$ cat src/rtl/sgd_pkg.sv
package sgd_pkg;
    typedef enum logic [1:0] {
        W_IDLE    = 2'd0,
        W_FETCH_A = 2'd1,
        W_FETCH_L = 2'd2,
        W_XFER    = 2'd3
    } walk_st_e;

    localparam logic [1:0] RI_CTL  = 2'd0;
    localparam logic [1:0] RI_STS  = 2'd1;
    localparam logic [1:0] RI_IEN  = 2'd2;
    localparam logic [1:0] RI_BASE = 2'd3;

    localparam int C_START = 0;
    localparam int C_STOP  = 1;
    localparam int C_DIR   = 2;
    localparam int C_RST   = 7;

    localparam int S_ACT  = 0;
    localparam int S_NEND = 1;
    localparam int S_ERR  = 2;
    localparam int S_DEV  = 4;
endpackage

$ cat src/rtl/sgd_regs.sv
module sgd_regs
    import sgd_pkg::*;
#(
    parameter int AW  = 32,
    parameter int RAW = 2
) (
    input  logic           clk,
    input  logic           rst_n,
    input  logic           reg_we,
    input  logic [RAW-1:0] reg_addr,
    input  logic [AW-1:0]  reg_wdata,
    output logic [AW-1:0]  reg_rdata,
    input  logic           wk_active,
    input  logic           wk_done,
    input  logic           wk_err,
    input  logic           dev_irq,
    output logic           go,
    output logic           go_dir,
    output logic           abort,
    output logic           soft_rst,
    output logic [AW-1:0]  tbl_base,
    output logic           irq
);
    localparam int SW = S_DEV + 1;

    typedef struct packed {
        logic          dir;
        logic          rst;
        logic [SW-1:0] ien;
        logic          nend;
        logic          errf;
        logic          devf;
        logic [AW-1:0] base;
    } regs_s;

    regs_s r_d, r_q;
    logic  wr_ctl, wr_sts, wr_ien, wr_base;
    logic [SW-1:0] sts_vec;

    always_comb begin
        sts_vec        = '0;
        sts_vec[S_ACT]  = wk_active;
        sts_vec[S_NEND] = r_q.nend;
        sts_vec[S_ERR]  = r_q.errf;
        sts_vec[S_DEV]  = r_q.devf;
    end

    always_comb begin
        wr_ctl  = reg_we && (reg_addr == RAW'(RI_CTL));
        wr_sts  = reg_we && (reg_addr == RAW'(RI_STS));
        wr_ien  = reg_we && (reg_addr == RAW'(RI_IEN));
        wr_base = reg_we && (reg_addr == RAW'(RI_BASE));

        r_d = r_q;
        if (wr_ctl) begin
            r_d.dir = reg_wdata[C_DIR];
            r_d.rst = reg_wdata[C_RST];
        end
        if (wr_ien)  r_d.ien  = reg_wdata[SW-1:0];
        if (wr_base) r_d.base = reg_wdata;
        if (wr_sts) begin
            if (reg_wdata[S_NEND]) r_d.nend = 1'b0;
            if (reg_wdata[S_ERR])  r_d.errf = 1'b0;
            if (reg_wdata[S_DEV])  r_d.devf = 1'b0;
        end
        if (wk_done) r_d.nend = 1'b1;
        if (wk_err)  r_d.errf = 1'b1;
        if (dev_irq) r_d.devf = 1'b1;
        if (r_q.rst) begin
            r_d.nend = 1'b0;
            r_d.errf = 1'b0;
            r_d.devf = 1'b0;
        end

        go     = wr_ctl && reg_wdata[C_START] && !reg_wdata[C_STOP] &&
                 !reg_wdata[C_RST] && !r_q.rst && !wk_active;
        go_dir = reg_wdata[C_DIR];
        abort  = wr_ctl && reg_wdata[C_STOP] && wk_active;

        reg_rdata = '0;
        unique case (reg_addr)
            RAW'(RI_CTL): begin
                reg_rdata[C_START] = wk_active;
                reg_rdata[C_DIR]   = r_q.dir;
                reg_rdata[C_RST]   = r_q.rst;
            end
            RAW'(RI_STS):  reg_rdata[SW-1:0] = sts_vec;
            RAW'(RI_IEN):  reg_rdata[SW-1:0] = r_q.ien;
            default:       reg_rdata = r_q.base;
        endcase
    end

    assign soft_rst = r_q.rst;
    assign tbl_base = r_q.base;
    assign irq      = |(sts_vec & r_q.ien);

    always_ff @(posedge clk or negedge rst_n) begin
        if (!rst_n) r_q <= '0;
        else        r_q <= r_d;
    end

    p_nend_set_r5: assert property (@(posedge clk) disable iff (!rst_n)
        (wk_done && !r_q.rst) |=> r_q.nend);
    p_err_set_r8: assert property (@(posedge clk) disable iff (!rst_n)
        (wk_err && !r_q.rst) |=> r_q.errf);
    p_srst_clear_r11: assert property (@(posedge clk) disable iff (!rst_n)
        r_q.rst |=> (!r_q.nend && !r_q.errf && !r_q.devf));
endmodule

$ cat src/rtl/sgd_walker.sv
module sgd_walker
    import sgd_pkg::*;
#(
    parameter int AW = 32,
    parameter int DW = 32
) (
    input  logic          clk,
    input  logic          rst_n,
    input  logic          go,
    input  logic          go_dir,
    input  logic          abort,
    input  logic          soft_rst,
    input  logic [AW-1:0] tbl_base,
    output logic          active,
    output logic          done,
    output logic          err,
    output logic          mem_req,
    output logic          mem_we,
    output logic [AW-1:0] mem_addr,
    output logic [DW-1:0] mem_wdata,
    input  logic          mem_gnt,
    input  logic          mem_err,
    input  logic [DW-1:0] mem_rdata,
    input  logic          dev_in_valid,
    output logic          dev_in_ready,
    input  logic [DW-1:0] dev_in_data,
    output logic          dev_out_valid,
    input  logic          dev_out_ready,
    output logic [DW-1:0] dev_out_data
);
    localparam logic [AW-1:0] BEAT  = AW'(DW / 8);
    localparam logic [AW-1:0] DWORD = AW'(4);

    typedef struct packed {
        walk_st_e      st;
        logic [AW-1:0] ptr;
        logic [AW-1:0] bufa;
        logic [AW-1:0] len;
        logic          last;
        logic          dir;
    } walk_s;

    walk_s w_d, w_q;
    logic  beat;

    always_comb begin
        w_d           = w_q;
        done          = 1'b0;
        err           = 1'b0;
        mem_req       = 1'b0;
        mem_we        = 1'b0;
        mem_addr      = '0;
        mem_wdata     = dev_in_data;
        dev_in_ready  = 1'b0;
        dev_out_valid = 1'b0;
        dev_out_data  = mem_rdata;
        beat          = 1'b0;

        unique case (w_q.st)
            W_IDLE: begin
                if (go) begin
                    w_d.st  = W_FETCH_A;
                    w_d.ptr = {tbl_base[AW-1:2], 2'b00};
                    w_d.dir = go_dir;
                end
            end
            W_FETCH_A: begin
                mem_req  = 1'b1;
                mem_addr = w_q.ptr;
                if (mem_gnt) begin
                    if (mem_err) begin
                        err      = 1'b1;
                        w_d.st   = W_IDLE;
                    end else begin
                        w_d.bufa = {mem_rdata[AW-1:2], 2'b00};
                        w_d.last = mem_rdata[0];
                        w_d.ptr  = w_q.ptr + DWORD;
                        w_d.st   = W_FETCH_L;
                    end
                end
            end
            W_FETCH_L: begin
                mem_req  = 1'b1;
                mem_addr = w_q.ptr;
                if (mem_gnt) begin
                    if (mem_err) begin
                        err     = 1'b1;
                        w_d.st  = W_IDLE;
                    end else begin
                        w_d.len = mem_rdata[AW-1:0];
                        w_d.ptr = w_q.ptr + DWORD;
                        if (mem_rdata == '0) begin
                            if (w_q.last) begin
                                done   = 1'b1;
                                w_d.st = W_IDLE;
                            end else begin
                                w_d.st = W_FETCH_A;
                            end
                        end else begin
                            w_d.st = W_XFER;
                        end
                    end
                end
            end
            W_XFER: begin
                mem_addr = w_q.bufa;
                if (w_q.dir) begin
                    mem_req      = dev_in_valid;
                    mem_we       = 1'b1;
                    dev_in_ready = mem_gnt;
                end else begin
                    mem_req       = dev_out_ready;
                    dev_out_valid = mem_gnt;
                end
                beat = mem_req && mem_gnt;
                if (beat) begin
                    if (mem_err) begin
                        err    = 1'b1;
                        w_d.st = W_IDLE;
                    end else begin
                        w_d.bufa = w_q.bufa + BEAT;
                        if (w_q.len <= BEAT) begin
                            w_d.len = '0;
                            if (w_q.last) begin
                                done   = 1'b1;
                                w_d.st = W_IDLE;
                            end else begin
                                w_d.st = W_FETCH_A;
                            end
                        end else begin
                            w_d.len = w_q.len - BEAT;
                        end
                    end
                end
            end
            default: w_d.st = W_IDLE;
        endcase

        if (abort || soft_rst) begin
            w_d.st = W_IDLE;
            done   = 1'b0;
        end
    end

    assign active = (w_q.st != W_IDLE);

    always_ff @(posedge clk or negedge rst_n) begin
        if (!rst_n) w_q <= '{st: W_IDLE, default: '0};
        else        w_q <= w_d;
    end

    p_aligned_r12: assert property (@(posedge clk) disable iff (!rst_n)
        mem_req |-> (mem_addr[1:0] == 2'b00));
    p_abort_stops_r7: assert property (@(posedge clk) disable iff (!rst_n)
        abort |=> !active);
    p_zero_len_r6: assert property (@(posedge clk) disable iff (!rst_n)
        (w_q.st == W_FETCH_L && mem_gnt && !mem_err && mem_rdata == '0 &&
         !abort && !soft_rst) |=> (w_q.st != W_XFER));
    p_done_idle_r5: assert property (@(posedge clk) disable iff (!rst_n)
        done |=> !active);
endmodule

$ cat src/rtl/sg_dma_engine.sv
module sg_dma_engine
    import sgd_pkg::*;
#(
    parameter int ADDR_W = 32,
    parameter int DATA_W = 32,
    parameter int REG_AW = 2
) (
    input  logic              clk,
    input  logic              rst_n,
    input  logic              reg_we,
    input  logic [REG_AW-1:0] reg_addr,
    input  logic [ADDR_W-1:0] reg_wdata,
    output logic [ADDR_W-1:0] reg_rdata,
    output logic              mem_req,
    output logic              mem_we,
    output logic [ADDR_W-1:0] mem_addr,
    output logic [DATA_W-1:0] mem_wdata,
    input  logic              mem_gnt,
    input  logic              mem_err,
    input  logic [DATA_W-1:0] mem_rdata,
    input  logic              dev_in_valid,
    output logic              dev_in_ready,
    input  logic [DATA_W-1:0] dev_in_data,
    output logic              dev_out_valid,
    input  logic              dev_out_ready,
    output logic [DATA_W-1:0] dev_out_data,
    input  logic              dev_irq,
    output logic              irq
);
    logic              go, go_dir, abort, soft_rst;
    logic              wk_active, wk_done, wk_err;
    logic [ADDR_W-1:0] tbl_base;

    sgd_regs #(.AW(ADDR_W), .RAW(REG_AW)) u_regs (
        .clk       (clk),
        .rst_n     (rst_n),
        .reg_we    (reg_we),
        .reg_addr  (reg_addr),
        .reg_wdata (reg_wdata),
        .reg_rdata (reg_rdata),
        .wk_active (wk_active),
        .wk_done   (wk_done),
        .wk_err    (wk_err),
        .dev_irq   (dev_irq),
        .go        (go),
        .go_dir    (go_dir),
        .abort     (abort),
        .soft_rst  (soft_rst),
        .tbl_base  (tbl_base),
        .irq       (irq)
    );

    sgd_walker #(.AW(ADDR_W), .DW(DATA_W)) u_walker (
        .clk           (clk),
        .rst_n         (rst_n),
        .go            (go),
        .go_dir        (go_dir),
        .abort         (abort),
        .soft_rst      (soft_rst),
        .tbl_base      (tbl_base),
        .active        (wk_active),
        .done          (wk_done),
        .err           (wk_err),
        .mem_req       (mem_req),
        .mem_we        (mem_we),
        .mem_addr      (mem_addr),
        .mem_wdata     (mem_wdata),
        .mem_gnt       (mem_gnt),
        .mem_err       (mem_err),
        .mem_rdata     (mem_rdata),
        .dev_in_valid  (dev_in_valid),
        .dev_in_ready  (dev_in_ready),
        .dev_in_data   (dev_in_data),
        .dev_out_valid (dev_out_valid),
        .dev_out_ready (dev_out_ready),
        .dev_out_data  (dev_out_data)
    );
endmodule

$ cat config.mk
export PLATFORM = sky130hd
export DESIGN_NAME = sg_dma_engine
export DESIGN_NICKNAME = d
export VERILOG_FILES = /design/src/rtl/sgd_pkg.sv /design/src/rtl/sgd_regs.sv /design/src/rtl/sgd_walker.sv /design/src/rtl/sg_dma_engine.sv
export SDC_FILE = /design/constraint.sdc
export NUM_CORES = 1
export LEC_CHECK = 0
export BUFFER_PORTS_ARGS = -buffer_cell sky130_fd_sc_hd__buf_2
export CAP_MARGIN = 20
export CORE_MARGIN = 2
export CORE_UTILIZATION = 40
export CTS_BUF_LIST = sky130_fd_sc_hd__clkbuf_2
export DETAILED_ROUTE_END_ITERATION = 16
export HOLD_SLACK_MARGIN = 0.1
export SLEW_MARGIN = 5
export SYNTH_ARGS = -nofsm -noshare
export SYNTH_HDL_FRONTEND = slang
export SYNTH_SLANG_ARGS = --single-unit
$ cat constraint.sdc
create_clock -name clk -period 3 [get_ports clk]
set_clock_uncertainty 0.1 [all_clocks]
set_input_delay 0.15 -clock clk [delete_from_list [all_inputs] [get_ports clk]]
set_output_delay 0.15 -clock clk [all_outputs]
set_load 0.005 [all_outputs]
Word level (Yosys, flattened, before mapping) --
Cells that the tools add are included.
Operators by class: $add $sub $neg 3, magnitude comparators 1, equality and inequality tests 18, mux-type cells 60, bitwise logic cells 2, reduce and logical (&&, ||, !) cells 44
Operators with widths (number):
- $mux W64 | 3
- $pmux W32 S2 | 3
- $mux W32 | 4
- $pmux W32 S3 | 1
- $mux W34 | 2
- $mux W66 | 1
- $add A32 B3 Y32 const B | 2
- $le A32 B3 Y1 const B | 1
- $logic_not A32 Y1 | 1
- $sub A32 B3 Y32 const B | 1
- $mux W1 | 26
- $mux W24 | 1
- $reduce_bool A3 Y1 | 7
- $mux W2 | 8
- $reduce_and A5 Y1 | 3
- $logic_and A1 B1 Y1 | 12
- $ne A2 B2 Y1 const B | 6
- $pmux W1 S2 | 5
- $ne A3 B2 Y1 const B | 3
- $eq A2 B2 Y1 const B | 4
- $pmux W2 S4 | 1
- $reduce_and A2 Y1 | 4
- $mux W3 | 2
- $pmux W1 S3 | 2
- 16 further kinds | 25
Word-level totals: register bits after elaboration 142, input bits 106, output and inout port bits 133, word-level logic and storage cells 141

Longest topological paths before layout --
word-level depth 10, gate-level depth with buffers 9, mapped depth without buffers 7

By module --
A second synthesis with hierarchy kept.
Unflattened totals: cells, all modules 1024, area total of the unflattened synthesis 9081.2 µm²
By module, submodules not included:
- sgd_walker | times used 1, cells an instance 840, area each 6890.4 µm², sequential area each 2402.3 µm²
- sgd_regs | times used 1, cells an instance 184, area each 2190.9 µm², sequential area each 1051.0 µm²

Worst setup path after synthesis --
Ideal clock, no wire load.
path type register to register, start reg u_walker.w_q[28] in the netlist's numbering, end reg u_walker.w_q[98] in the netlist's numbering, setup time 0.123 ns, arrival 2.237 ns, data required time 2.777 ns, slack 0.540 ns, cell stages (with the launch flop) 7, buffers on the path 1, clock period less this slack 2.460 ns, path through dfrtp_1 -> or4_1 -> buf_2 -> nand4bb_4 -> or4_4 -> and2_1 -> o221a_1
Between the ends: cells in the longest elaborated chain, start to end 3
Ends and longest elaborated chain:
- start, declared | line sgd_walker.sv:43 | walk_s w_d, w_q;
- start signal, assigned | line sgd_walker.sv:149 | else w_q <= w_d;
- $le A32 B3 Y1 | line sgd_walker.sv:122 | if (w_q.len <= BEAT) begin
- $ne A4 B2 Y1 (no line)
- $reduce_and A5 Y1 (no line)
No other way between the ends. A chain may end at the register's enable or synchronous reset.

Worst setup path after layout --
start reg u_walker.w_q[99] in the netlist's numbering, end out mem_addr[10]
Between the ends: cells in the longest elaborated chain, start to end 3, elaborated cells on any way between the ends 5, classes of those cells eq/ne (3); mux (1); reduce/logical (1)
Ends and longest elaborated chain:
- $eq A2 B2 Y1 or $eq A2 B1 Y1 (tied branches) | line sgd_walker.sv:59 | unique case (w_q.st)
- $reduce_or A2 Y1 (no line)
- $pmux W32 S2 (*) | line sgd_walker.sv:59
- end, declared | line sg_dma_engine.sv:16 | output logic [ADDR_W-1:0] mem_addr,
Every way passes the cells marked *; elsewhere a longest branch is shown, timed or not.

==> impl_metrics.yaml <==
clocking:
  cts_tree: "done"
  ctsLongestPathBuffers: 2
  clock_latency_ns: 0.78
  cts_made_buffers: 17
  clkTransAtPathRegs_ns: 0.26
  clock_sinks: 138
  htreeDepth: 4
  root_buffer: "clkbuf_2"
critical_path:
  rr_worst_depth: 5
  startpoint: "u_walker.w_q[99]"
  r2r-end: "u_walker.w_q[98]"
  arrival_ns: 2.57
  end_kind: "primary output"
  r2r_slack_ns: 0.38
  cp-start-kind: "register"
  reg2reg_from: "u_walker.w_q[28]"
  path_class: "reg2out"
  required_ns: 2.75
  crit_path_max_fanout: 34
  critical_path.endpoint: "mem_addr[10]"
timing:
  max_freq_mhz: 354
  worst_pin_slew_ns: 0.702
  tns_ns: 0
  post-route-period-util_pct: 94.1
  setup_viol: 0
  period_needed_ns: 2.82
  drv_slew: 0
  finalHoldViolations: 0
  rsz0062_at_grt: "no"
  whs_ns: 0.157
  slew_headroom_pct: 52.8
synth:
  ys_ff_latch: 138
  synthArstFlopShare_pct: 100
  yosys_most_used_dff: "dfrtp_1"
  syn_area_mm2: 0.00907
  netlist_instances: 1027
  ys_seq_area_share_pct: 38.1
  avgSynthCellArea_um2: 8.84
  ys.warnings.count: 0
  synth_cell_types: 71
  synth_edf_count: 0
finish:
  finalNetCount: 1374
  final_cell_mix: "buf_2, dlygate4sd3_1, dfrtp_1, nand2_1, a21oi_1"
  drive_gt1_share_pct: 25.0
  area.growth.synth_to_final_pct: 27.2
  layout_commonest_cell: "buf_2"
hold_path:
  hp-class: "in2reg"
  hold_path_depth: 4
floorplan:
  die_w_um: 155
  top_level_ports: 239
  core_area_mm2: 0.0224
  rows: 55
  die_h_um: 155
  die_area_mm2: 0.0239
  start_util_pct: 40.4
grt:
  antenna_found_initial: 1
  grt_max_degree: 73
  grt.total_usage_pct: 24.8
  gr-total-overflow: 0
  grt_pass1_vias: 8682
  grt_pass1_wl_um: 47100
drt:
  postRouteAntennaNets: 0
  wl_per_cell_um: 19.0
  vias: 9102
  drt-total-wl_um: 29700
  wl_met2_um: 13700
  highest_layer: "met4"
  drt-initial-drc-count: 798
  via_per_inst: 5.84
  route.met3.wl_um: 2110
  wl_met1_um: 13500
  dr.pass1.iters: 7
  drcViolationCount: 0
outcome:
  status: "finished, final reports clean"
run:
  drv_cap: 0
place:
  port_buffers: 172
  gp_congestion: 0.851
  place_hpwl_um: 20000
power_and_ir_drop:
  power.leakage_nw: 4.85
  powerDensity_mw_per_mm2: 622
  irDropWorstVdd_v: 0.000342
==> power by group <==
| group | internal [mW] | switching, mW |
|---|---|---|
| clock | 0.255 | 0.840 |
| combinational | 1.32 | 1.28 |
| sequential | 2.54 | 0.945 |
| total | 4.12 | 3.06 |
==> worst max-delay path, stage by stage (launching register included) <==
cell,delay (ns)
dfrtp_1,0.50
ha_4,0.26
buf_6,0.28
buf_6,0.29
nand2_1,0.09
a21oi_1,0.23
buf_2,0.16
==> timing repair <==
item	in CTS	in global routing
pin swaps	0	1
cloned	0	0
setup buffers	0	1
endpoints found under the hold margin	253	3
gates resized for setup	2	2
hold buffers	137	3
endpoints found under the setup margin	20	23
==> final cells by class <==
cell class / count / area, um2
clock buffers: 18 / 90.1
fillers: 2103 / 10900
diodes: 1 / 2.50
inverters: 13 / 48.8
repair buffers: 349 / 2590
clock inverters: 14 / 131
well taps: 285 / 357
flip-flops and latches: 138 / 3450
multi-input cells: 741 / 4870
==> per-stage QoR <==
step	total power, mW	setup slack (ns)	cell area [um2]	utilization, %	instances
final	7.18	0.177	11500	51.4	1559
after global routing	7.74	0.00489	11500	51.4	1559
after CTS	7.14	0.00653	11500	51.2	1554
after detailed placement	5.87	0.427	9860	44.0	1385
after global placement	5.81	0.437	9860	44.0	1385
after floorplan	5.07	0.540	9080	-	1028
==> state kept, by name, indices dropped and copies added (netlist names) <==
register and cells:
u_regs.r_q 9, u_regs.soft_rst 1, u_regs.tbl_base 32, u_walker.w_q 96
==> Yosys cell counts, types with 6 or more instances <==
| master | instances | area, um2 |
|---|---|---|
| dfrtp_1 | 138 | 3450 |
| nand2_1 | 81 | 304 |
| a21oi_1 | 78 | 390 |
| buf_4 | 66 | 495 |
| clkbuf_1 | 60 | 225 |
| nor2_1 | 59 | 221 |
| o21ai_0 | 53 | 265 |
| nand3_1 | 49 | 245 |
| mux2_2 | 45 | 507 |
| and3_1 | 42 | 263 |
| o22ai_1 | 37 | 231 |
| a22oi_1 | 30 | 225 |
| nand4_1 | 28 | 175 |
| nor3_1 | 26 | 130 |
| a2bb2oi_1 | 24 | 210 |
| mux2i_1 | 23 | 230 |
| nor4_1 | 16 | 100 |
| inv_1 | 13 | 48.8 |
| nand2b_1 | 13 | 81.3 |
| a22o_1 | 11 | 96.3 |
| a221o_1 | 9 | 90.1 |
| or3_1 | 9 | 56.3 |
| ha_1 | 8 | 100 |
| buf_1 | 7 | 26.3 |
| o2bb2ai_1 | 7 | 61.3 |
| or4_1 | 7 | 52.6 |
| o211ai_1 | 6 | 45.0 |
==> cell families after synthesis <==
family	share of synthesized area, %
AND/OR/NAND/NOR	21.3
other	0.0413
adder cells (fa/ha/maj)	1.10
buffers and inverters	9.03
flip-flops	38.1
AO/OA/AOI/OAI	22.1
multiplexers	8.37
==> per-layer routing <==
| metal | track usage (%) | up-vias |
|---|---|---|
| met2 | 39.2 | 383 |
| met3 | 5.63 | 36 |
| met5 | 0 | - |
| li1 | - | 4288 |
| met4 | 5.69 | 0 |
| met1 | 34.6 | 4395 |
==> worst min path at each step <==
stage                             start               end  slack [ns]
after detailed placement          rst_n  u_walker.w_q[23]        0.10
after floorplan                   rst_n    u_regs.r_q[32]       -0.25
final                     mem_rdata[19]  u_walker.w_q[53]        0.16
after global placement            rst_n  u_walker.w_q[23]         0.1
after global routing      mem_rdata[18]  u_walker.w_q[52]        0.11
after CTS                  mem_rdata[4]   u_walker.w_q[6]        0.10
Power figures use the tool's default switching activity.
